<file path="config.mk">
export PLATFORM = sky130hd
export DESIGN_NAME = tunnel_adapt_layer
export DESIGN_NICKNAME = d
export VERILOG_FILES = /design/src/rtl/tal_pkg.sv /design/src/rtl/tal_rx_router.sv /design/src/rtl/tal_mgmt_regs.sv /design/src/rtl/tal_reply_gen.sv /design/src/rtl/tal_err_count.sv /design/src/rtl/tunnel_adapt_layer.sv
export SDC_FILE = /design/constraint.sdc
export NUM_CORES = 1
export LEC_CHECK = 0
export BUFFER_PORTS_ARGS = -buffer_cell sky130_fd_sc_hd__buf_2
export CAP_MARGIN = 10
export CORE_MARGIN = 3
export CORE_UTILIZATION = 40
export DETAILED_ROUTE_END_ITERATION = 8
export GPL_ROUTABILITY_DRIVEN = 0
export PLACE_DENSITY = 0.63
export SYNTH_ARGS = -nofsm -noshare
export SYNTH_HDL_FRONTEND = slang
export SYNTH_SLANG_ARGS = --single-unit
</file>
<file path="constraint.sdc">
create_clock -name clk -period 4.45 [get_ports clk]
set_clock_uncertainty 0.15 [all_clocks]
set_input_delay 0.6675 -clock clk [delete_from_list [all_inputs] [get_ports clk]]
set_output_delay 0.6675 -clock clk [all_outputs]
set_load 0.05 [all_outputs]
</file>
<file path="src/rtl/tal_pkg.sv">
package tal_pkg;

   localparam int unsigned FIELD_W    = 5;
   localparam int unsigned REG_W      = 16;
   localparam int unsigned REG_DEPTH  = 1 << FIELD_W;
   localparam int unsigned REPLY_LEN  = 4;

   localparam logic [3:0] TYPE_DATA = 4'd0;
   localparam logic [3:0] TYPE_MRD  = 4'd1;
   localparam logic [3:0] TYPE_MWR  = 4'd2;

   typedef enum logic [2:0] {
      CL_DATA,
      CL_MRD,
      CL_MWR,
      CL_DROP,
      CL_TRUNC
   } pkt_class_e;

   function automatic pkt_class_e class_of(input logic [3:0] code);
      pkt_class_e c;
      case (code)
         TYPE_DATA: c = CL_DATA;
         TYPE_MRD:  c = CL_MRD;
         TYPE_MWR:  c = CL_MWR;
         default:   c = CL_DROP;
      endcase
      return c;
   endfunction

endpackage

</file>
<file path="src/rtl/tal_rx_router.sv">
module tal_rx_router
   import tal_pkg::*;
#(
   parameter int unsigned MAX_PAYLOAD = 256
) (
   input  logic               clk,
   input  logic               rst_n,
   input  logic               in_valid,
   output logic               in_ready,
   input  logic [3:0]         in_type,
   input  logic [7:0]         in_data,
   input  logic               in_last,
   input  logic               reply_busy,
   output logic               dout_valid,
   input  logic               dout_ready,
   output logic [7:0]         dout_data,
   output logic               dout_last,
   output logic               rd_en,
   output logic               wr_en,
   output logic [FIELD_W-1:0] acc_phy,
   output logic [FIELD_W-1:0] acc_addr,
   output logic [REG_W-1:0]   wr_data,
   output logic               err_evt
);

   localparam int unsigned CNT_W = $clog2(MAX_PAYLOAD + 1);
   localparam logic [CNT_W-1:0] LIMIT_IDX = CNT_W'(MAX_PAYLOAD - 1);
   localparam logic [CNT_W-1:0] CNT_MAX   = CNT_W'(MAX_PAYLOAD);

   logic               in_pkt_q;
   pkt_class_e         cls_q;
   pkt_class_e         cur_cls;
   logic [CNT_W-1:0]   cnt_q;
   logic [CNT_W-1:0]   beat_idx;
   logic [FIELD_W-1:0] phy_q;
   logic [FIELD_W-1:0] reg_q;
   logic [7:0]         hi_q;
   logic [7:0]         lo_q;
   logic               at_limit;
   logic               fire;
   logic               pkt_end;
   logic               is_mgmt;

   assign beat_idx = in_pkt_q ? cnt_q : '0;
   assign cur_cls  = in_pkt_q ? cls_q : class_of(in_type);
   assign at_limit = (beat_idx == LIMIT_IDX);
   assign is_mgmt  = (cur_cls == CL_MRD) || (cur_cls == CL_MWR);

   always_comb begin
      case (cur_cls)
         CL_DATA: in_ready = dout_ready;
         CL_MRD:  in_ready = in_pkt_q | ~reply_busy;
         default: in_ready = 1'b1;
      endcase
   end

   assign dout_valid = in_valid && (cur_cls == CL_DATA);
   assign dout_data  = in_data;
   assign dout_last  = in_last | at_limit;

   assign fire    = in_valid & in_ready;
   assign pkt_end = fire & in_last;

   always_ff @(posedge clk) begin
      if (!rst_n) begin
         in_pkt_q <= 1'b0;
         cls_q    <= CL_DATA;
         cnt_q    <= '0;
      end else if (fire) begin
         in_pkt_q <= ~in_last;
         if (cur_cls == CL_DATA && at_limit)
            cls_q <= CL_TRUNC;
         else
            cls_q <= cur_cls;
         cnt_q <= (beat_idx == CNT_MAX) ? beat_idx : beat_idx + 1'b1;
      end
   end

   always_ff @(posedge clk) begin
      if (!rst_n) begin
         phy_q <= '0;
         reg_q <= '0;
         hi_q  <= '0;
         lo_q  <= '0;
      end else if (fire && is_mgmt) begin
         case (beat_idx)
            CNT_W'(0): phy_q <= in_data[FIELD_W-1:0];
            CNT_W'(1): reg_q <= in_data[FIELD_W-1:0];
            CNT_W'(2): hi_q  <= in_data;
            CNT_W'(3): lo_q  <= in_data;
            default: ;
         endcase
      end
   end

   assign acc_phy  = phy_q;
   assign acc_addr = (beat_idx == CNT_W'(1)) ? in_data[FIELD_W-1:0] : reg_q;
   assign wr_data  = {hi_q, (beat_idx == CNT_W'(3)) ? in_data : lo_q};

   assign rd_en = pkt_end && (cur_cls == CL_MRD) && (beat_idx >= CNT_W'(1));
   assign wr_en = pkt_end && (cur_cls == CL_MWR) && (beat_idx >= CNT_W'(3));

   assign err_evt = (fire && !in_pkt_q && cur_cls == CL_DROP)
                 || (pkt_end && cur_cls == CL_MRD && beat_idx < CNT_W'(1))
                 || (pkt_end && cur_cls == CL_MWR && beat_idx < CNT_W'(3))
                 || (fire && cur_cls == CL_DATA && at_limit && !in_last);

   AST_CTL_NOT_FORWARDED: assert property (@(posedge clk) disable iff (!rst_n)
      (in_valid && !in_pkt_q && in_type != TYPE_DATA) |-> !dout_valid);

   AST_READ_HELD_OFF: assert property (@(posedge clk) disable iff (!rst_n)
      (reply_busy && in_valid && !in_pkt_q && in_type == TYPE_MRD) |-> !in_ready);

   AST_DATA_NOT_HELD: assert property (@(posedge clk) disable iff (!rst_n)
      (reply_busy && in_valid && !in_pkt_q && in_type == TYPE_DATA && dout_ready) |-> in_ready);

endmodule

</file>
<file path="src/rtl/tal_mgmt_regs.sv">
module tal_mgmt_regs
   import tal_pkg::*;
#(
   parameter bit          LIVE_EN   = 1'b1,
   parameter int unsigned LIVE_ADDR = 1
) (
   input  logic               clk,
   input  logic               rst_n,
   input  logic               wr_en,
   input  logic [FIELD_W-1:0] addr,
   input  logic [REG_W-1:0]   wr_data,
   input  logic [REG_W-1:0]   link_status_i,
   output logic [REG_W-1:0]   rd_data
);

   localparam logic [FIELD_W-1:0] LIVE_A = FIELD_W'(LIVE_ADDR);

   logic [REG_W-1:0] mem [REG_DEPTH];
   logic             hits_live;

   generate
      if (LIVE_EN) begin : g_live
         assign hits_live = (addr == LIVE_A);
         assign rd_data   = hits_live ? link_status_i : mem[addr];
      end else begin : g_plain
         assign hits_live = 1'b0;
         assign rd_data   = mem[addr];
      end
   endgenerate

   always_ff @(posedge clk) begin
      if (!rst_n) begin
         for (int i = 0; i < int'(REG_DEPTH); i++)
            mem[i] <= '0;
      end else if (wr_en && !hits_live) begin
         mem[addr] <= wr_data;
      end
   end

endmodule

</file>
<file path="src/rtl/tal_reply_gen.sv">
module tal_reply_gen
   import tal_pkg::*;
(
   input  logic               clk,
   input  logic               rst_n,
   input  logic               start,
   input  logic [FIELD_W-1:0] phy,
   input  logic [FIELD_W-1:0] addr,
   input  logic [REG_W-1:0]   data,
   output logic               busy,
   output logic               rep_valid,
   input  logic               rep_ready,
   output logic [3:0]         rep_type,
   output logic [7:0]         rep_data,
   output logic               rep_last
);

   localparam int unsigned IDX_W = $clog2(REPLY_LEN);
   localparam logic [IDX_W-1:0] LAST_IDX = IDX_W'(REPLY_LEN - 1);

   logic [FIELD_W-1:0] phy_q;
   logic [FIELD_W-1:0] addr_q;
   logic [REG_W-1:0]   data_q;
   logic [IDX_W-1:0]   idx_q;

   always_ff @(posedge clk) begin
      if (!rst_n) begin
         busy   <= 1'b0;
         idx_q  <= '0;
         phy_q  <= '0;
         addr_q <= '0;
         data_q <= '0;
      end else if (start) begin
         busy   <= 1'b1;
         idx_q  <= '0;
         phy_q  <= phy;
         addr_q <= addr;
         data_q <= data;
      end else if (busy && rep_ready) begin
         idx_q <= idx_q + 1'b1;
         if (idx_q == LAST_IDX)
            busy <= 1'b0;
      end
   end

   always_comb begin
      case (idx_q)
         IDX_W'(0): rep_data = {{(8 - FIELD_W){1'b0}}, phy_q};
         IDX_W'(1): rep_data = {{(8 - FIELD_W){1'b0}}, addr_q};
         IDX_W'(2): rep_data = data_q[15:8];
         default:   rep_data = data_q[7:0];
      endcase
   end

   assign rep_valid = busy;
   assign rep_last  = busy && (idx_q == LAST_IDX);
   assign rep_type  = TYPE_MRD;

   AST_REPLY_HOLD: assert property (@(posedge clk) disable iff (!rst_n)
      (rep_valid && !rep_ready) |=> (rep_valid && $stable(rep_data) && $stable(rep_last)));

   AST_START_WHEN_IDLE: assert property (@(posedge clk) disable iff (!rst_n)
      start |-> !busy);

endmodule

</file>
<file path="src/rtl/tal_err_count.sv">
module tal_err_count #(
   parameter int unsigned ERR_W = 8
) (
   input  logic             clk,
   input  logic             rst_n,
   input  logic             inc,
   output logic [ERR_W-1:0] count
);

   always_ff @(posedge clk) begin
      if (!rst_n)
         count <= '0;
      else if (inc && !(&count))
         count <= count + 1'b1;
   end

   AST_ERR_MONOTONIC: assert property (@(posedge clk) disable iff (!rst_n)
      count >= $past(count));

   AST_ERR_STEP: assert property (@(posedge clk) disable iff (!rst_n)
      (inc && !(&count)) |=> (count != $past(count)));

endmodule

</file>
<file path="src/rtl/tunnel_adapt_layer.sv">
module tunnel_adapt_layer
   import tal_pkg::*;
#(
   parameter int unsigned MAX_PAYLOAD = 256,
   parameter int unsigned ERR_W       = 8,
   parameter bit          LIVE_EN     = 1'b1,
   parameter int unsigned LIVE_ADDR   = 1
) (
   input  logic             clk,
   input  logic             rst_n,
   input  logic             in_valid,
   output logic             in_ready,
   input  logic [3:0]       in_type,
   input  logic [7:0]       in_data,
   input  logic             in_last,
   output logic             dout_valid,
   input  logic             dout_ready,
   output logic [7:0]       dout_data,
   output logic             dout_last,
   output logic             rep_valid,
   input  logic             rep_ready,
   output logic [3:0]       rep_type,
   output logic [7:0]       rep_data,
   output logic             rep_last,
   input  logic [15:0]      link_status_i,
   output logic [ERR_W-1:0] err_count
);

   localparam int unsigned OB_W = $clog2(MAX_PAYLOAD + 1);

   initial begin
      if (MAX_PAYLOAD < REPLY_LEN || MAX_PAYLOAD > 256)
         $error("MAX_PAYLOAD must lie between 4 and 256");
      if (ERR_W < 1)
         $error("ERR_W must be at least 1");
      if (LIVE_ADDR >= REG_DEPTH)
         $error("LIVE_ADDR outside the register file");
   end

   logic               reply_busy;
   logic               rd_en;
   logic               wr_en;
   logic [FIELD_W-1:0] acc_phy;
   logic [FIELD_W-1:0] acc_addr;
   logic [REG_W-1:0]   wr_data;
   logic [REG_W-1:0]   rd_data;
   logic               err_evt;

   tal_rx_router #(.MAX_PAYLOAD(MAX_PAYLOAD)) u_router (
      .clk        (clk),
      .rst_n      (rst_n),
      .in_valid   (in_valid),
      .in_ready   (in_ready),
      .in_type    (in_type),
      .in_data    (in_data),
      .in_last    (in_last),
      .reply_busy (reply_busy),
      .dout_valid (dout_valid),
      .dout_ready (dout_ready),
      .dout_data  (dout_data),
      .dout_last  (dout_last),
      .rd_en      (rd_en),
      .wr_en      (wr_en),
      .acc_phy    (acc_phy),
      .acc_addr   (acc_addr),
      .wr_data    (wr_data),
      .err_evt    (err_evt)
   );

   tal_mgmt_regs #(.LIVE_EN(LIVE_EN), .LIVE_ADDR(LIVE_ADDR)) u_regs (
      .clk           (clk),
      .rst_n         (rst_n),
      .wr_en         (wr_en),
      .addr          (acc_addr),
      .wr_data       (wr_data),
      .link_status_i (link_status_i),
      .rd_data       (rd_data)
   );

   tal_reply_gen u_reply (
      .clk       (clk),
      .rst_n     (rst_n),
      .start     (rd_en),
      .phy       (acc_phy),
      .addr      (acc_addr),
      .data      (rd_data),
      .busy      (reply_busy),
      .rep_valid (rep_valid),
      .rep_ready (rep_ready),
      .rep_type  (rep_type),
      .rep_data  (rep_data),
      .rep_last  (rep_last)
   );

   tal_err_count #(.ERR_W(ERR_W)) u_err (
      .clk   (clk),
      .rst_n (rst_n),
      .inc   (err_evt),
      .count (err_count)
   );

   // Independent count of forwarded beats in the current output packet
   logic [OB_W-1:0] out_beats;

   always_ff @(posedge clk) begin
      if (!rst_n)
         out_beats <= '0;
      else if (dout_valid && dout_ready)
         out_beats <= dout_last ? '0 : out_beats + 1'b1;
   end

   AST_NO_OVERSIZE: assert property (@(posedge clk) disable iff (!rst_n)
      dout_valid |-> (out_beats < OB_W'(MAX_PAYLOAD)));

   AST_MGMT_EXCLUSIVE: assert property (@(posedge clk) disable iff (!rst_n)
      (rd_en || wr_en) |-> !dout_valid);

endmodule

</file>
# ---- Word-level counts from Yosys, hierarchy flattened
# Memory sizes are Yosys's and may differ from the RTL's.
# Cells that the tools add are included.
# W data, S select, Z words.
dict set report totals {
  regBits 76
  ram_bits 512
  in_bits 34
  output_inout_bits 33
  memories 1
}
dict set report op_classes {
  addsub 3
  n_lt_le_gt_ge 4
  eq_ne 14
  muxes 20
  n_bitwise 7
  n_reduce_logical 38
}
# name depth width rd rd_ports_with_merged_regs write_ports line_no
set memory_table {}
lappend memory_table {u_regs.mem 32 16 1 0 32 tal_mgmt_regs.sv:18} ;# logic [REG_W-1:0] mem [REG_DEPTH];
# cell count
set op_table {}
lappend op_table {{$mux W16} 2}
lappend op_table {{$pmux W8 S3} 1}
lappend op_table {{$eq A9 B2 Y1 const B} 2}
lappend op_table {{$logic_and A1 B1 Y1} 18}
lappend op_table {{$mux W9} 2}
lappend op_table {{$reduce_or A16 Y1} 1}
lappend op_table {{$mux W5} 2}
lappend op_table {{$add A9 B1 Y9 const B} 1}
lappend op_table {{$eq A9 B1 Y1 const B} 1}
lappend op_table {{$eq A9 B8 Y1 const B} 1}
lappend op_table {{$eq A9 B9 Y1 const B} 1}
lappend op_table {{$ge A9 B1 Y1 const B} 1}
lappend op_table {{$ge A9 B2 Y1 const B} 1}
lappend op_table {{$logic_not A9 Y1} 1}
lappend op_table {{$lt A9 B1 Y1 const B} 1}
lappend op_table {{$lt A9 B2 Y1 const B} 1}
lappend op_table {{$add A8 B1 Y8 const B} 1}
lappend op_table {{$mux W1} 8}
lappend op_table {{$mux W8} 1}
lappend op_table {{$reduce_and A8 Y1} 1}
lappend op_table {{$eq A3 B2 Y1 const B} 2}
lappend op_table {{$mux W3} 2}
lappend op_table {{$pmux W2 S3} 1}
lappend op_table {{$reduce_and A2 Y1} 3}
lappend op_table {{18 further kinds} 30}

# ---- Logic depth before layout (Yosys ltp)
dict set report logic_depth {
  ltp_word 15
  mapped_depth 16
  ltp_nobuf 12
}

# ---- Cells and area by module
# From an unflattened synthesis, not the netlist that was laid out.
dict set report hier_totals {
  hier_cells 2034
  area_unflattened_um2 27498.9
}
# module instances cells_per_inst area_each_um2
set modules_own_cells {}
lappend modules_own_cells {tal_mgmt_regs 1 1610 23482.5}
lappend modules_own_cells {tal_rx_router 1 245 2179.6}
lappend modules_own_cells {tal_reply_gen 1 136 1423.9}
lappend modules_own_cells {tal_err_count 1 43 412.9}

# ---- Worst setup path before layout
# No wires, ideal clock.
dict set report synth_timing {
  path_type {flip-flop to flip-flop}
  start {register u_router.in_pkt_q}
  end {memory u_regs.mem[6][0] (enable)}
  setup_time_ps 372
  arrival_ps 3410
  path_slack_ps 518
  path_stages_with_launch 17
  path_buffers 6
  cell_sequence {dfxtp_1 > buf_2 > buf_1 > nand2_1 > inv_1 > ha_1 > nor4b_4 > a21oi_4 > mux2_4 > buf_6 > buf_6 > buf_4 > nand2_1 > nor2_2 > buf_2 > nand2_1 > nand2_1}
}
# element line_no
set synth_lines {}
lappend synth_lines {{from (decl)} tal_rx_router.sv:30} ;# logic in_pkt_q;
lappend synth_lines {{from (signal assigned)} tal_rx_router.sv:70} ;# in_pkt_q <= ~in_last;
lappend synth_lines {{to (decl)} tal_mgmt_regs.sv:18}

==> results.sh <==
export IMPL_maxCapViolCount=0
export IMPL_ctsHtreeMaxLevel=2
export IMPL_drive_gt1_share_pct=13.8
export IMPL_globalRoute_totalOverflow=0
export IMPL_run_status="finished clean"
export IMPL_rsz0062_at_grt="false"
export IMPL_drtPass1Iterations=7
export IMPL_final_cell_count_no_fill=3127
export IMPL_synthDistinctLibCells=70
export IMPL_cp_slowest_stage_delay_ns=0.53
export IMPL_ys_warnings_count=0
export IMPL_buffer_ports_inserted=62
export IMPL_mappedNetlistArea_um2=26300
export IMPL_post_route_period_util_pct=91.9
export IMPL_hold_path_class="input pin to register"
export IMPL_clock_sink_count=573
export IMPL_clock_tree_from_tritoncts="done"
export IMPL_final_area_um2=29900
export IMPL_ant_nets=0
export IMPL_cellPowerDensity_nw_per_um2=408
export IMPL_fin_crit_ns=4.09
export IMPL_cts_made_buffers=59
export IMPL_final_hold_violation_count=0
export IMPL_worst_ep_arrival_time_ns=4.27
export IMPL_cts_clk_slew_worst_paths_ns=0.06
export IMPL_rows=93
export IMPL_timing_setup_tns_ns=0
export IMPL_initialDrtViolationCount=2484
export IMPL_fp_dieW_um=262
export IMPL_drt_total_wl_um=81400
export IMPL_n_diodes=0
export IMPL_final_core_util_pct=46.3
export IMPL_drc=0
export IMPL_postLayoutSetupSlackWorst_ns=0.361
export IMPL_critPathKind="register to register"
export IMPL_sw_frac_of_total_pct=23.7
export IMPL_number_of_synthesized_flops_with_an_enable_pin=497
export IMPL_dominantRegCellSynth="sky130_fd_sc_hd__edfxtp_1"
export IMPL_vias_after_detailed_routing=18585
export IMPL_grt_first_pass_wirelength_um=119000
export IMPL_cts_resized=0
export IMPL_dp_final_hpwl_um=53400
export IMPL_cp_slowest_cell="sky130_fd_sc_hd__nor3_4"
export IMPL_insertion_delay_ns=0.64
export IMPL_route_detailed_wl_per_inst_um=26.0
export IMPL_worst_slew_pin_slew_ns=0.919
export IMPL_synth_top_cell_by_area="sky130_fd_sc_hd__edfxtp_1"
export IMPL_syn_mean_instance_area_um2=12.0
export IMPL_global_route_usage_total_pct=23.0
export IMPL_cts_root_buffer="sky130_fd_sc_hd__clkbuf_16"
export IMPL_slew_headroom_pct=38.7
export IMPL_clk_path_buf_depth=3
export IMPL_top_cells_by_area_synth="sky130_fd_sc_hd__edfxtp_1 (57%), sky130_fd_sc_hd__mux2i_1 (9.8%), sky130_fd_sc_hd__and3_1 (6.0%)"
export IMPL_number_of_antenna_violations_at_the_first_check_in_global_routing=1
export IMPL_yosysTopAreaCellShare_pct=56.8
export IMPL_nNetsFinal=2267
export IMPL_finalMaxSlewViolations=0
export IMPL_cp_buffers_inverters=2
export IMPL_total_instance_count_after_detailed_placement=3015
export IMPL_combPwrFrac_pct=7.9
export IMPL_report_power_total_mw=12.2
export IMPL_pre_cts_slack_ns=0.390
export IMPL_cp_cell_sequence="nand2_1 > inv_1 > ha_1 > nor4b_4 > a21o_1 > mux2_2 > nor3_4 > nand2_1 > nand2_1 > buf_4"
export IMPL_setup_violations_final=0
export IMPL_power_static_leakage_nw=11.1
export IMPL_critical_path_top_delay_family="simple AND/OR/NAND/NOR gates"
export IMPL_die_y_um=262
export IMPL_number_of_global_route_vias_before_repair=18009
export IMPL_finalHoldWorstSlack_ns=0.142
export IMPL_floorplan_die_area_um2=68800
export IMPL_cpMostUsedCell="sky130_fd_sc_hd__nand2_1"
export IMPL_synth_async_sr_flop_share_pct=0
export IMPL_pin_count_of_the_biggest_net_entering_global_routing=73
export IMPL_detailed_place_area_um2=27900
export IMPL_ir_drop_mv=0.339
export IMPL_flops_latches_synth=573
export IMPL_critical_path_startpoint_type="register"
export IMPL_post_drt_via_cell_ratio=5.94
export IMPL_cts_hold_buf=0
export IMPL_seqPwrFrac_pct=49.7
export IMPL_timing_critical_path_fanout_max=9
export IMPL_floorplan_initialDensity_pct=40.6
export IMPL_fp_coreArea_um2=64700
export IMPL_synth_cells=2180
export IMPL_post_cts_buffers=0
export IMPL_power_share_clock_pct=42.4
export IMPL_boundaryPins=67
export IMPL_fmax_mhz=245
export IMPL_worst_setup_path_end_kind="register"
export IMPL_relative_area_change_from_synthesis_to_final_layout_pct=14.0
export IMPL_power_internal_mw=9.32
export IMPL_required_ns=4.63
export IMPL_net_switching_power_mw=2.90
export IMPL_share_of_synthesized_area_occupied_by_flip_flops_and_latches_pct=62.6
==> layer usage <==
layer | wire (um) | track usage [%] | up-vias
met5 | 33 | 0 | -
met4 | 3730 | 9.66 | 4
met1 | 32500 | 30.4 | 9231
met3 | 7460 | 4.85 | 203
met2 | 37700 | 36.8 | 1014
li1 | - | - | 8133
==> cell usage after synthesis (10+ instances only) <==
| master | number |
|---|---|
| sky130_fd_sc_hd__inv_1 | 18 |
| sky130_fd_sc_hd__edfxtp_1 | 497 |
| sky130_fd_sc_hd__nand3_1 | 18 |
| sky130_fd_sc_hd__o22ai_1 | 105 |
| sky130_fd_sc_hd__dfxtp_1 | 76 |
| sky130_fd_sc_hd__o211ai_1 | 14 |
| sky130_fd_sc_hd__buf_4 | 17 |
| sky130_fd_sc_hd__a31o_1 | 10 |
| sky130_fd_sc_hd__nand2_1 | 173 |
| sky130_fd_sc_hd__nor4_1 | 34 |
| sky130_fd_sc_hd__buf_6 | 11 |
| sky130_fd_sc_hd__nor2_1 | 317 |
| sky130_fd_sc_hd__mux2i_1 | 258 |
| sky130_fd_sc_hd__buf_2 | 54 |
| sky130_fd_sc_hd__ha_1 | 11 |
| sky130_fd_sc_hd__a21oi_1 | 26 |
| sky130_fd_sc_hd__clkbuf_1 | 115 |
| sky130_fd_sc_hd__and3_1 | 251 |
| sky130_fd_sc_hd__a31oi_1 | 18 |
| sky130_fd_sc_hd__a211oi_1 | 19 |
| sky130_fd_sc_hd__o21ai_0 | 23 |
==> kinds of logic after synthesis <==
kind of cell,share of synthesized area (%)
DFF,62.6
xor gates and xnor gates,0.434
and+or+nand+nor,15.6
other,0.0286
muxes,10.2
buffers and inverters,3.92
adders and majority gates,0.524
AOI/OAI and AO/OA,6.60
==> state kept, by name, indices dropped and copies added, names as in the netlist, 3 cells and up <==
register and flops:
u_reply.addr_q 5, u_router.reg_q 5, u_reply.phy_q 5, u_router.cnt_q 9, u_err.count 8, u_router.lo_q 8
u_router.hi_q 8, u_regs.mem 497, u_router.acc_phy 5, u_router.cls_q 3, u_reply.data_q 16
==> final timing paths <==
check | start | endpoint | cells past startpoint | slack [ns]
worst max register to register | u_router.cnt_q[0] | u_regs.mem[25][15] | 10 | 0.36
worst min-delay path | in_last | u_router.in_pkt_q | 2 | 0.14
worst max-delay path | u_router.cnt_q[0] | u_regs.mem[25][15] | 10 | 0.36
worst min register to register | u_router.acc_phy[2] | u_reply.phy_q[2] | 2 | 0.31
==> power groups by stage <==
stage,registers [mW],clock network [mW],logic [mW]
2_1_floorplan,6.16,0,0.581
3_3_place_gp,6.18,0,0.942
3_5_place_dp,6.18,0,0.953
4_1_cts,6.07,5.24,0.957
5_1_grt,6.08,5.45,1.01
6_report,6.07,5.18,0.970
==> layout by cell type (no fill, tap or decap), types with 6 or more instances in the layout <==
cell / n
sky130_fd_sc_hd__clkinv_2: 10
sky130_fd_sc_hd__clkinv_1: 10
sky130_fd_sc_hd__buf_12: 14
sky130_fd_sc_hd__inv_1: 17
sky130_fd_sc_hd__and3_1: 251
sky130_fd_sc_hd__clkbuf_1: 10
sky130_fd_sc_hd__xor2_1: 8
sky130_fd_sc_hd__clkinvlp_4: 9
sky130_fd_sc_hd__o211ai_1: 14
sky130_fd_sc_hd__o22ai_1: 105
sky130_fd_sc_hd__o21ai_0: 23
sky130_fd_sc_hd__nor4_1: 34
sky130_fd_sc_hd__nand2_1: 173
sky130_fd_sc_hd__nor2b_1: 7
sky130_fd_sc_hd__a211oi_1: 19
sky130_fd_sc_hd__nand2b_1: 8
sky130_fd_sc_hd__mux2i_1: 247
sky130_fd_sc_hd__mux2i_4: 10
sky130_fd_sc_hd__ha_1: 11
sky130_fd_sc_hd__nor2_1: 316
sky130_fd_sc_hd__buf_4: 100
sky130_fd_sc_hd__dfxtp_1: 76
sky130_fd_sc_hd__a222oi_1: 6
sky130_fd_sc_hd__bufinv_16: 10
sky130_fd_sc_hd__nand3_1: 18
sky130_fd_sc_hd__a31oi_1: 16
sky130_fd_sc_hd__clkbuf_16: 60
sky130_fd_sc_hd__a21o_1: 7
sky130_fd_sc_hd__edfxtp_1: 497
sky130_fd_sc_hd__nand4_1: 6
sky130_fd_sc_hd__buf_2: 62
sky130_fd_sc_hd__a31o_1: 10
sky130_fd_sc_hd__a21oi_1: 26
sky130_fd_sc_hd__nor3_1: 7
==> layout make-up <==
type                            instances  area [um^2]
Fill cell                            5825        34800
Sequential cell                       573        16400
Multi-Input combinational cell       1393         8980
Clock buffer                           70         1540
Timing Repair Buffer                  177         1350
Tap cell                              855         1070
Clock inverter                         41          480
Inverter                               18         67.6
(Power assumes the default switching activity.)
